==> src/rtl/ps2_irq_pkg.sv <==
package ps2_irq_pkg;
  // Enable/status bit positions in the configuration register
  localparam int unsigned BIT_EN_SOT = 0;
  localparam int unsigned BIT_EN_EOT = 1;
  localparam int unsigned BIT_EN_CLK = 2;
  localparam int unsigned BIT_ST_SOT = 3;
  localparam int unsigned BIT_ST_EOT = 4;
  localparam int unsigned NUM_EN     = 3;
  localparam int unsigned NUM_FLAGS  = 2;
  localparam int unsigned FLAG_SOT   = 0;
  localparam int unsigned FLAG_EOT   = 1;

  typedef struct packed {
    logic clk_irq;
    logic eot;
    logic sot;
  } irq_en_t;
endpackage

==> src/rtl/ps2_irq_sync.sv <==
module ps2_irq_sync #(
  parameter int unsigned WIDTH  = 3,
  parameter int unsigned STAGES = 2
) (
  input  logic             clk,
  input  logic             rst_n,
  input  logic [WIDTH-1:0] async_in,
  output logic [WIDTH-1:0] sync_out
);
  for (genvar b = 0; b < WIDTH; b++) begin : g_bit
    logic [STAGES-1:0] chain_q;
    always_ff @(posedge clk or negedge rst_n) begin
      if (!rst_n) chain_q <= '0;
      else        chain_q <= {chain_q[STAGES-2:0], async_in[b]};
    end
    assign sync_out[b] = chain_q[STAGES-1];
  end
endmodule

==> src/rtl/ps2_irq_flags.sv <==
module ps2_irq_flags #(
  parameter int unsigned N = 2
) (
  input  logic         clk,
  input  logic         rst_n,
  input  logic         clr,
  input  logic [N-1:0] set,
  output logic [N-1:0] flag
);
  for (genvar f = 0; f < N; f++) begin : g_flag
    always_ff @(posedge clk or negedge rst_n) begin
      if (!rst_n)      flag[f] <= 1'b0;
      else if (clr)    flag[f] <= 1'b0;   // reset strobe has priority
      else if (set[f]) flag[f] <= 1'b1;
    end
  end
endmodule

==> src/rtl/ps2_irq_cfg.sv <==
module ps2_irq_cfg
  import ps2_irq_pkg::*;
#(
  parameter int unsigned ADDR_W   = 2,
  parameter int unsigned DATA_W   = 8,
  parameter int unsigned CFG_ADDR = 0
) (
  input  logic                 clk,
  input  logic                 rst_n,
  input  logic [ADDR_W-1:0]    addr,
  input  logic [DATA_W-1:0]    wdata,
  input  logic                 we,
  input  logic [NUM_FLAGS-1:0] flags,
  output irq_en_t              en,
  output logic [DATA_W-1:0]    rdata
);
  localparam logic [ADDR_W-1:0] MY_ADDR = ADDR_W'(CFG_ADDR);

  logic hit;
  logic unused_wdata;
  assign hit          = (addr == MY_ADDR);
  assign unused_wdata = ^wdata[DATA_W-1:NUM_EN];

  always_ff @(posedge clk or negedge rst_n) begin
    if (!rst_n)         en <= '0;
    else if (we && hit) en <= irq_en_t'(wdata[NUM_EN-1:0]);
  end

  always_comb begin
    rdata = '0;
    if (hit) begin
      rdata[NUM_EN-1:0] = en;
      rdata[BIT_ST_SOT] = flags[FLAG_SOT];
      rdata[BIT_ST_EOT] = flags[FLAG_EOT];
    end
  end
endmodule

==> src/rtl/ps2_irq_gen.sv <==
module ps2_irq_gen
  import ps2_irq_pkg::*;
#(
  parameter int unsigned NUM_CH      = 3,
  parameter int unsigned SYNC_STAGES = 2,
  parameter int unsigned ADDR_W      = 2,
  parameter int unsigned DATA_W      = 8
) (
  input  logic              clk,
  input  logic              rst_n,
  input  logic              shift_en,
  input  logic              shift_rst,
  input  logic              sot_det,
  input  logic              eot_det,
  input  logic [NUM_CH-1:0] ch_clk,
  input  logic [ADDR_W-1:0] cfg_addr,
  input  logic [DATA_W-1:0] cfg_wdata,
  input  logic              cfg_we,
  output logic [DATA_W-1:0] cfg_rdata,
  output logic [NUM_CH-1:0] irq
);
  logic [NUM_FLAGS-1:0] flag_q;
  logic [NUM_CH-1:0]    clk_sync;
  irq_en_t              en_q;
  logic                 proto_term;
  logic                 route_on;

  ps2_irq_sync #(.WIDTH(NUM_CH), .STAGES(SYNC_STAGES)) u_sync (
    .clk(clk), .rst_n(rst_n), .async_in(ch_clk), .sync_out(clk_sync)
  );

  ps2_irq_flags #(.N(NUM_FLAGS)) u_flags (
    .clk(clk), .rst_n(rst_n), .clr(shift_rst),
    .set({eot_det, sot_det}), .flag(flag_q)
  );

  ps2_irq_cfg #(.ADDR_W(ADDR_W), .DATA_W(DATA_W), .CFG_ADDR(0)) u_cfg (
    .clk(clk), .rst_n(rst_n), .addr(cfg_addr), .wdata(cfg_wdata),
    .we(cfg_we), .flags(flag_q), .en(en_q), .rdata(cfg_rdata)
  );

  // Protocol events only count while the shift engine runs
  assign proto_term = shift_en &
                      ((flag_q[FLAG_SOT] & en_q.sot) | (flag_q[FLAG_EOT] & en_q.eot));
  // Raw clock routing only while the shift engine is off
  assign route_on = ~shift_en & en_q.clk_irq;

  for (genvar c = 0; c < NUM_CH; c++) begin : g_irq
    if (c == 0) begin : g_primary
      assign irq[c] = proto_term | (route_on & clk_sync[c]);
    end else begin : g_secondary
      assign irq[c] = route_on & clk_sync[c];
    end
  end
endmodule

==> config.mk <==
export PLATFORM = sky130hd
export DESIGN_NAME = ps2_irq_gen
export DESIGN_NICKNAME = d
export VERILOG_FILES = /design/src/rtl/ps2_irq_pkg.sv /design/src/rtl/ps2_irq_sync.sv /design/src/rtl/ps2_irq_flags.sv /design/src/rtl/ps2_irq_cfg.sv /design/src/rtl/ps2_irq_gen.sv
export SDC_FILE = /design/constraint.sdc
export NUM_CORES = 1
export LEC_CHECK = 0
export CAP_MARGIN = 20
export CORE_UTILIZATION = 28
export CTS_CLUSTER_SIZE = 14
export DETAILED_ROUTE_END_ITERATION = 10
export GPL_ROUTABILITY_DRIVEN = 1
export PLACE_DENSITY = 0.69
export RECOVER_POWER = 100
export SYNTH_ARGS = -nofsm -noshare
export SYNTH_HDL_FRONTEND = slang
export SYNTH_SLANG_ARGS = --single-unit
==> constraint.sdc <==
create_clock -name clk -period 1.1 [get_ports clk]
set_input_delay 0.275 -clock clk [delete_from_list [all_inputs] [get_ports clk]]
set_output_delay 0.275 -clock clk [all_outputs]
set_load 0.03 [all_outputs]
# After elaboration in Yosys (flattened, before gate mapping)
# Cells that the tools add are included.
totals:
  input_bits: 20
  out_inout_bits: 11
  regBits: 11
  elab_cells: 27
classes:
  bitwise: 10
  n_reduce_logical: 4
  mux: 5
op_table:
  columns: ["operator", "count"]
  rows:
  - ["bitwise AND 1 bit", 7]
  - ["two-way mux 5 bit", 1]
  - ["two-way mux 1 bit", 4]
  - ["nonzero test 2 bit", 2]
  - ["logical NOT 2 bit", 1]
  - ["OR 1 bit", 2]
  - ["logical AND 1 bit", 1]
  - ["NOT 1 bit", 1]

# Longest topological paths before layout
# Gate-level depths: netlist of the first run.
logic_depth:
  depth_word: 4
  mapped_depth: 2
  depth_no_buf: 2

# Cells and area by module
# Synthesis of the first run repeated with hierarchy kept, for this count alone.
hier_totals:
  cells_unflattened: 35
  area_unflattened_um2: 467.9
by_module_without_submodules:
  columns: ["module", "area_each_um2", "cells_each", "seq_area_each_um2", "instances"]
  rows:
  - ["ps2_irq_cfg", 188.9, 17, 75.1, 1]
  - ["ps2_irq_sync", 172.7, 9, 150.1, 1]
  - ["ps2_irq_flags", 70.1, 4, 50.0, 1]
  - ["ps2_irq_gen", 36.3, 5, 0.0, 1]

# Worst setup path after synthesis of the first run
# Ideal clock, no wire load.
synth_path:
  kind: "register to output"
  startpoint: "register u_flags.flag[0]"
  endpoint: "output irq[0]"
  path_slack_ps: -87
  t_required_ps: 825
  arrival_ps: 912
  stages_incl_launch_ff: 3
  path_buffers: 0
  cell_sequence: "dfrtp_1 -> a22o_1 -> a22o_1"
synth_between:
  elab_chain_len: 4
synth_lines:
  columns: ["element", "line_no", "rtl"]
  rows:
  - ["from (decl)", "ps2_irq_flags.sv:8", "output logic [N-1:0] flag"]
  - ["from (signal, indexed assignment)", "ps2_irq_flags.sv:12", "if (!rst_n) flag[f] <= 1'b0;"]
  - ["from (signal, indexed assignment)", "ps2_irq_flags.sv:13", "else if (clr) flag[f] <= 1'b0;"]
  - ["from (signal, indexed assignment)", "ps2_irq_flags.sv:14", "else if (set[f]) flag[f] <= 1'b1;"]
  - ["bitwise AND 1 bit", "ps2_irq_gen.sv:44", "((flag_q[FLAG_SOT] & en_q.sot) | (flag_q[FLAG_EOT] & en_q.eot));"]
  - ["OR 1 bit", "ps2_irq_gen.sv:44", null]
  - ["bitwise AND 1 bit", "ps2_irq_gen.sv:43", "assign proto_term = shift_en &"]
  - ["OR 1 bit", "ps2_irq_gen.sv:50", "assign irq[c] = proto_term | (route_on & clk_sync[c]);"]
  - ["to (decl)", "ps2_irq_gen.sv:20", "output logic [NUM_CH-1:0] irq"]
# Every way passes these cells.

# Final worst setup path of the first run
# Ends and elaborated chain as after synthesis.

==> impl_results.md, run 1 <==
- Status: complete, but fails checks
- Failing checks: setup timing
- Minimum clock period: 1.53 ns
- NetSw: 0.256 mW
- FP Rows: 13
- I/O pin count: 31
- CP max-delay cell: dfrtp_1
- CTS root buffer: clkbuf_4
- Total GRT Usage: 10.2%
- PwrDens: 1280 mW/mm2
- Met3 usage: 3.04%
- Largest net degree at the start of global routing: 12
- Synth Area in Compound Gates: 3.98%
- Syn Std Cell Area: 440 um2
- Clock share of power: 24.5%
- Clk pin slew, worst setup/hold paths: 0.06 ns
- Worst setup margin: -0.431 ns
- Maximum vdd drop: 0.000578 V
- First-pass GRT wire length: 1340 um
- Die height: 41.7 um
- Grt peak-use layer: met2
- CTS Buffer Depth: 2
- Wire length per cell: 9.14 um
- Ys Warns: 0
- Max-cap violations: 0
- Area share of the largest cell type after synthesis: 62.5%
- Met2 usage: 14.7%
- Clock buffer count from CTS: 3
- CTS tree: built
- Initial antenna violation count: 0
- Worst Hold Class: flop to flop
- Die Width: 41.7 um
- Initial Util: 31.9%
- Met1 Use GR: 13.5%
- Hold-fix buffers, CTS: 0
- Vias in the first global route: 329
- Max stage delay on crit path: 0.39 ns
- Critical Path Sink Type: output port
- Worst path cell trace: a22o_1, a22o_4, buf_6
- Area taken by multi-input logic gates: 193 um2
- Worst Clk Skew: 0.00332 ns
- Family with the most delay on the worst path: compound AO/OA/AOI/OAI gates
- WS Path Type: flop to output port
- Total Routed Length: 740 um
- Layout cells sized above 1: 48.5%
- Via/cell ratio: 4.27
- Sequential element share of the synthesized area: 62.5%
- DR DRC count: 0
- Synth top area cells: dfrtp_1 63%, and2_1 9.9%, mux2_2 7.7%
- Worst path bufs/invs: 1
- Top-count cell post-synth: dfrtp_1
- Required @ worst endpoint: 0.82 ns
- Post-synthesis sequential element count: 11
- Syn Area/Cell: 13.0 um2
- Post-Synth Adder-Cell Area: 0%
- DR pass1 iterations: 2
- Crit-path max FO: 2
- DR iter-0 viols: 4
- H-tree Lvls: 1
- Biggest area consumer among synthesized cells: dfrtp_1
- Nets@finish: 87
- Pwr Total: 1.02 mW
- Fraction of registers with async set/reset: 100%
- Synthesized instance count: 34
- Filler Cell Count: 126
- Post-route ant nets: 0
- Register area: 275 um2
- Port bufs: 22
- Worst-Margin Slew: 0.554 ns
- Sw Share: 25.1%
- Critical path launch point type: flop
- Die ar.: 0.00174 mm2
- RSZ-0062 raised after global routing: true
- Post-synthesis mux area share: 7.67%
- Pleak: 0.378 nW
- Synth top cells by count: 11 x dfrtp_1, 7 x and2_1, 5 x nor2_1
- Fmax: 0.653 GHz
- Simple-Gate Fraction of Synth Area: 19.9%
- Cell internal pwr: 0.766 mW
- Largest family of logic cells by synthesized area: simple AND/OR/NAND/NOR gates
- Final Max Slew Viols: 0
- Seq pwr share: 45.2%
- Fin crit share: 139%
- GRT overflow: 0
- Layout Area Growth over Synthesis: 81.0%
- Combinational power share: 30.2%
- GPL Wtd Cong: 0.655
- Crit path DAT: 1.26 ns
- Synth Area in XOR/XNOR: 0%
- Yosys cell types: 9
- Post-synth EDFFs: 0
- Ys flop type: dfrtp_1
- CTS sink count: 11
- Core footprint: 0.00138 mm2
- Antenna cells: 0
- Util after Layout: 57.6%
- Final setup viols: 8
- Via count: 346
- Clock latency on the worst-skew pair: 0.25 ns
- Slew HR: 63.1%
- Final hold vios: 0
final cells by class:
type,instances,share of cell area [%]
repair buffers,29,35.6
well taps,15,2.35
multi-input cells,22,24.2
flip-flops and latches,11,34.5
clock buffers,4,3.30
state kept, by name (all words and copies together), names as in the netlist:
| name | cells |
|---|---|
| u_cfg.en | 3 |
| u_flags.flag | 2 |
| u_sync.g_bit.chain_q | 6 |
cells by family after synthesis:
family,after synthesis
AOI/OAI and AO/OA,2
buffers and inverters,3
DFF,11
muxes,3
other,1
and+or+nand+nor,14
path summary, 6_finish.rpt:
path	startpoint	endpoint	slack, ns	cells past startpoint
min in group asynchronous	rst_n	u_flags.flag[1]	0.51	2
worst min-delay path	u_sync.g_bit[2].chain_q[0]	u_sync.g_bit[2].chain_q[1]	0.35	0
max in group asynchronous	rst_n	u_sync.g_bit[2].chain_q[1]	0.23	2
worst max register to register	u_cfg.en[2]	u_cfg.en[2]	0.12	3
worst max-delay path	u_flags.flag[0]	irq[0]	-0.43	3
worst min register to register	u_sync.g_bit[2].chain_q[0]	u_sync.g_bit[2].chain_q[1]	0.35	0
repair_timing:
action | in CTS | in global routing
endpoints found under the hold margin | 0 | 0
endpoints found under the setup margin | 11 | 8
resized for setup | 27 | 5
setup buffers | 2 | 2
pin swaps | 3 | 3
stage by stage:
stage	hold WS, ns	cells	TNS [ns]	setup WS [ns]	area [um2]
2_1_floorplan	-0.0206	36	-0.0578	-0.0431	457
3_3_place_gp	0.335	74	-4.59	-0.439	683
3_5_place_dp	0.336	74	-4.70	-0.456	683
4_1_cts	0.301	80	-1.94	-0.427	791
5_1_grt	0.358	81	-2.25	-0.491	797
6_report	0.349	81	-1.75	-0.431	797
cells in the final DEF, fill, tap and decap left out, types with 2 or more instances in the layout:
cell,count
and2_4,6
buf_4,3
buf_6,11
clkbuf_1,2
clkbuf_4,3
clkdlybuf4s50_1,6
conb_1,3
dfrtp_1,11
dlygate4sd2_1,2
dlygate4sd3_1,4
mux2_2,2
nor2_1,4
power groups by stage:
stage / combinational [mW] / sequential [mW] / clock (mW)
final: 0.309 / 0.462 / 0.251
after global routing: 0.331 / 0.467 / 0.301
after CTS: 0.309 / 0.460 / 0.260
after detailed placement: 0.243 / 0.467 / 0
after global placement: 0.241 / 0.466 / 0
after floorplan: 0.130 / 0.463 / 0
worst reg2reg max path, delay by kind of cell, from the launching register on:
family / cells / cell delay [ns]
buffers and inverters: 2 / 0.24
muxes: 1 / 0.25
DFF: 1 / 0.38
metal layers:
layer | wire length [um] | share of wire (%)
met1 | 291 | 39
met2 | 375 | 51
met3 | 73 | 9.9
met4 | 0 | 0
met5 | 0 | 0
No activity file was read; power rests on OpenSTA's default activity.
==> run 2: changes to the inputs <==
Settings changed: CTS_CLUSTER_DIAMETER set to 150.
==> results of run 2 <==
Final layout, timing and power as in run 1 (identical DEF).
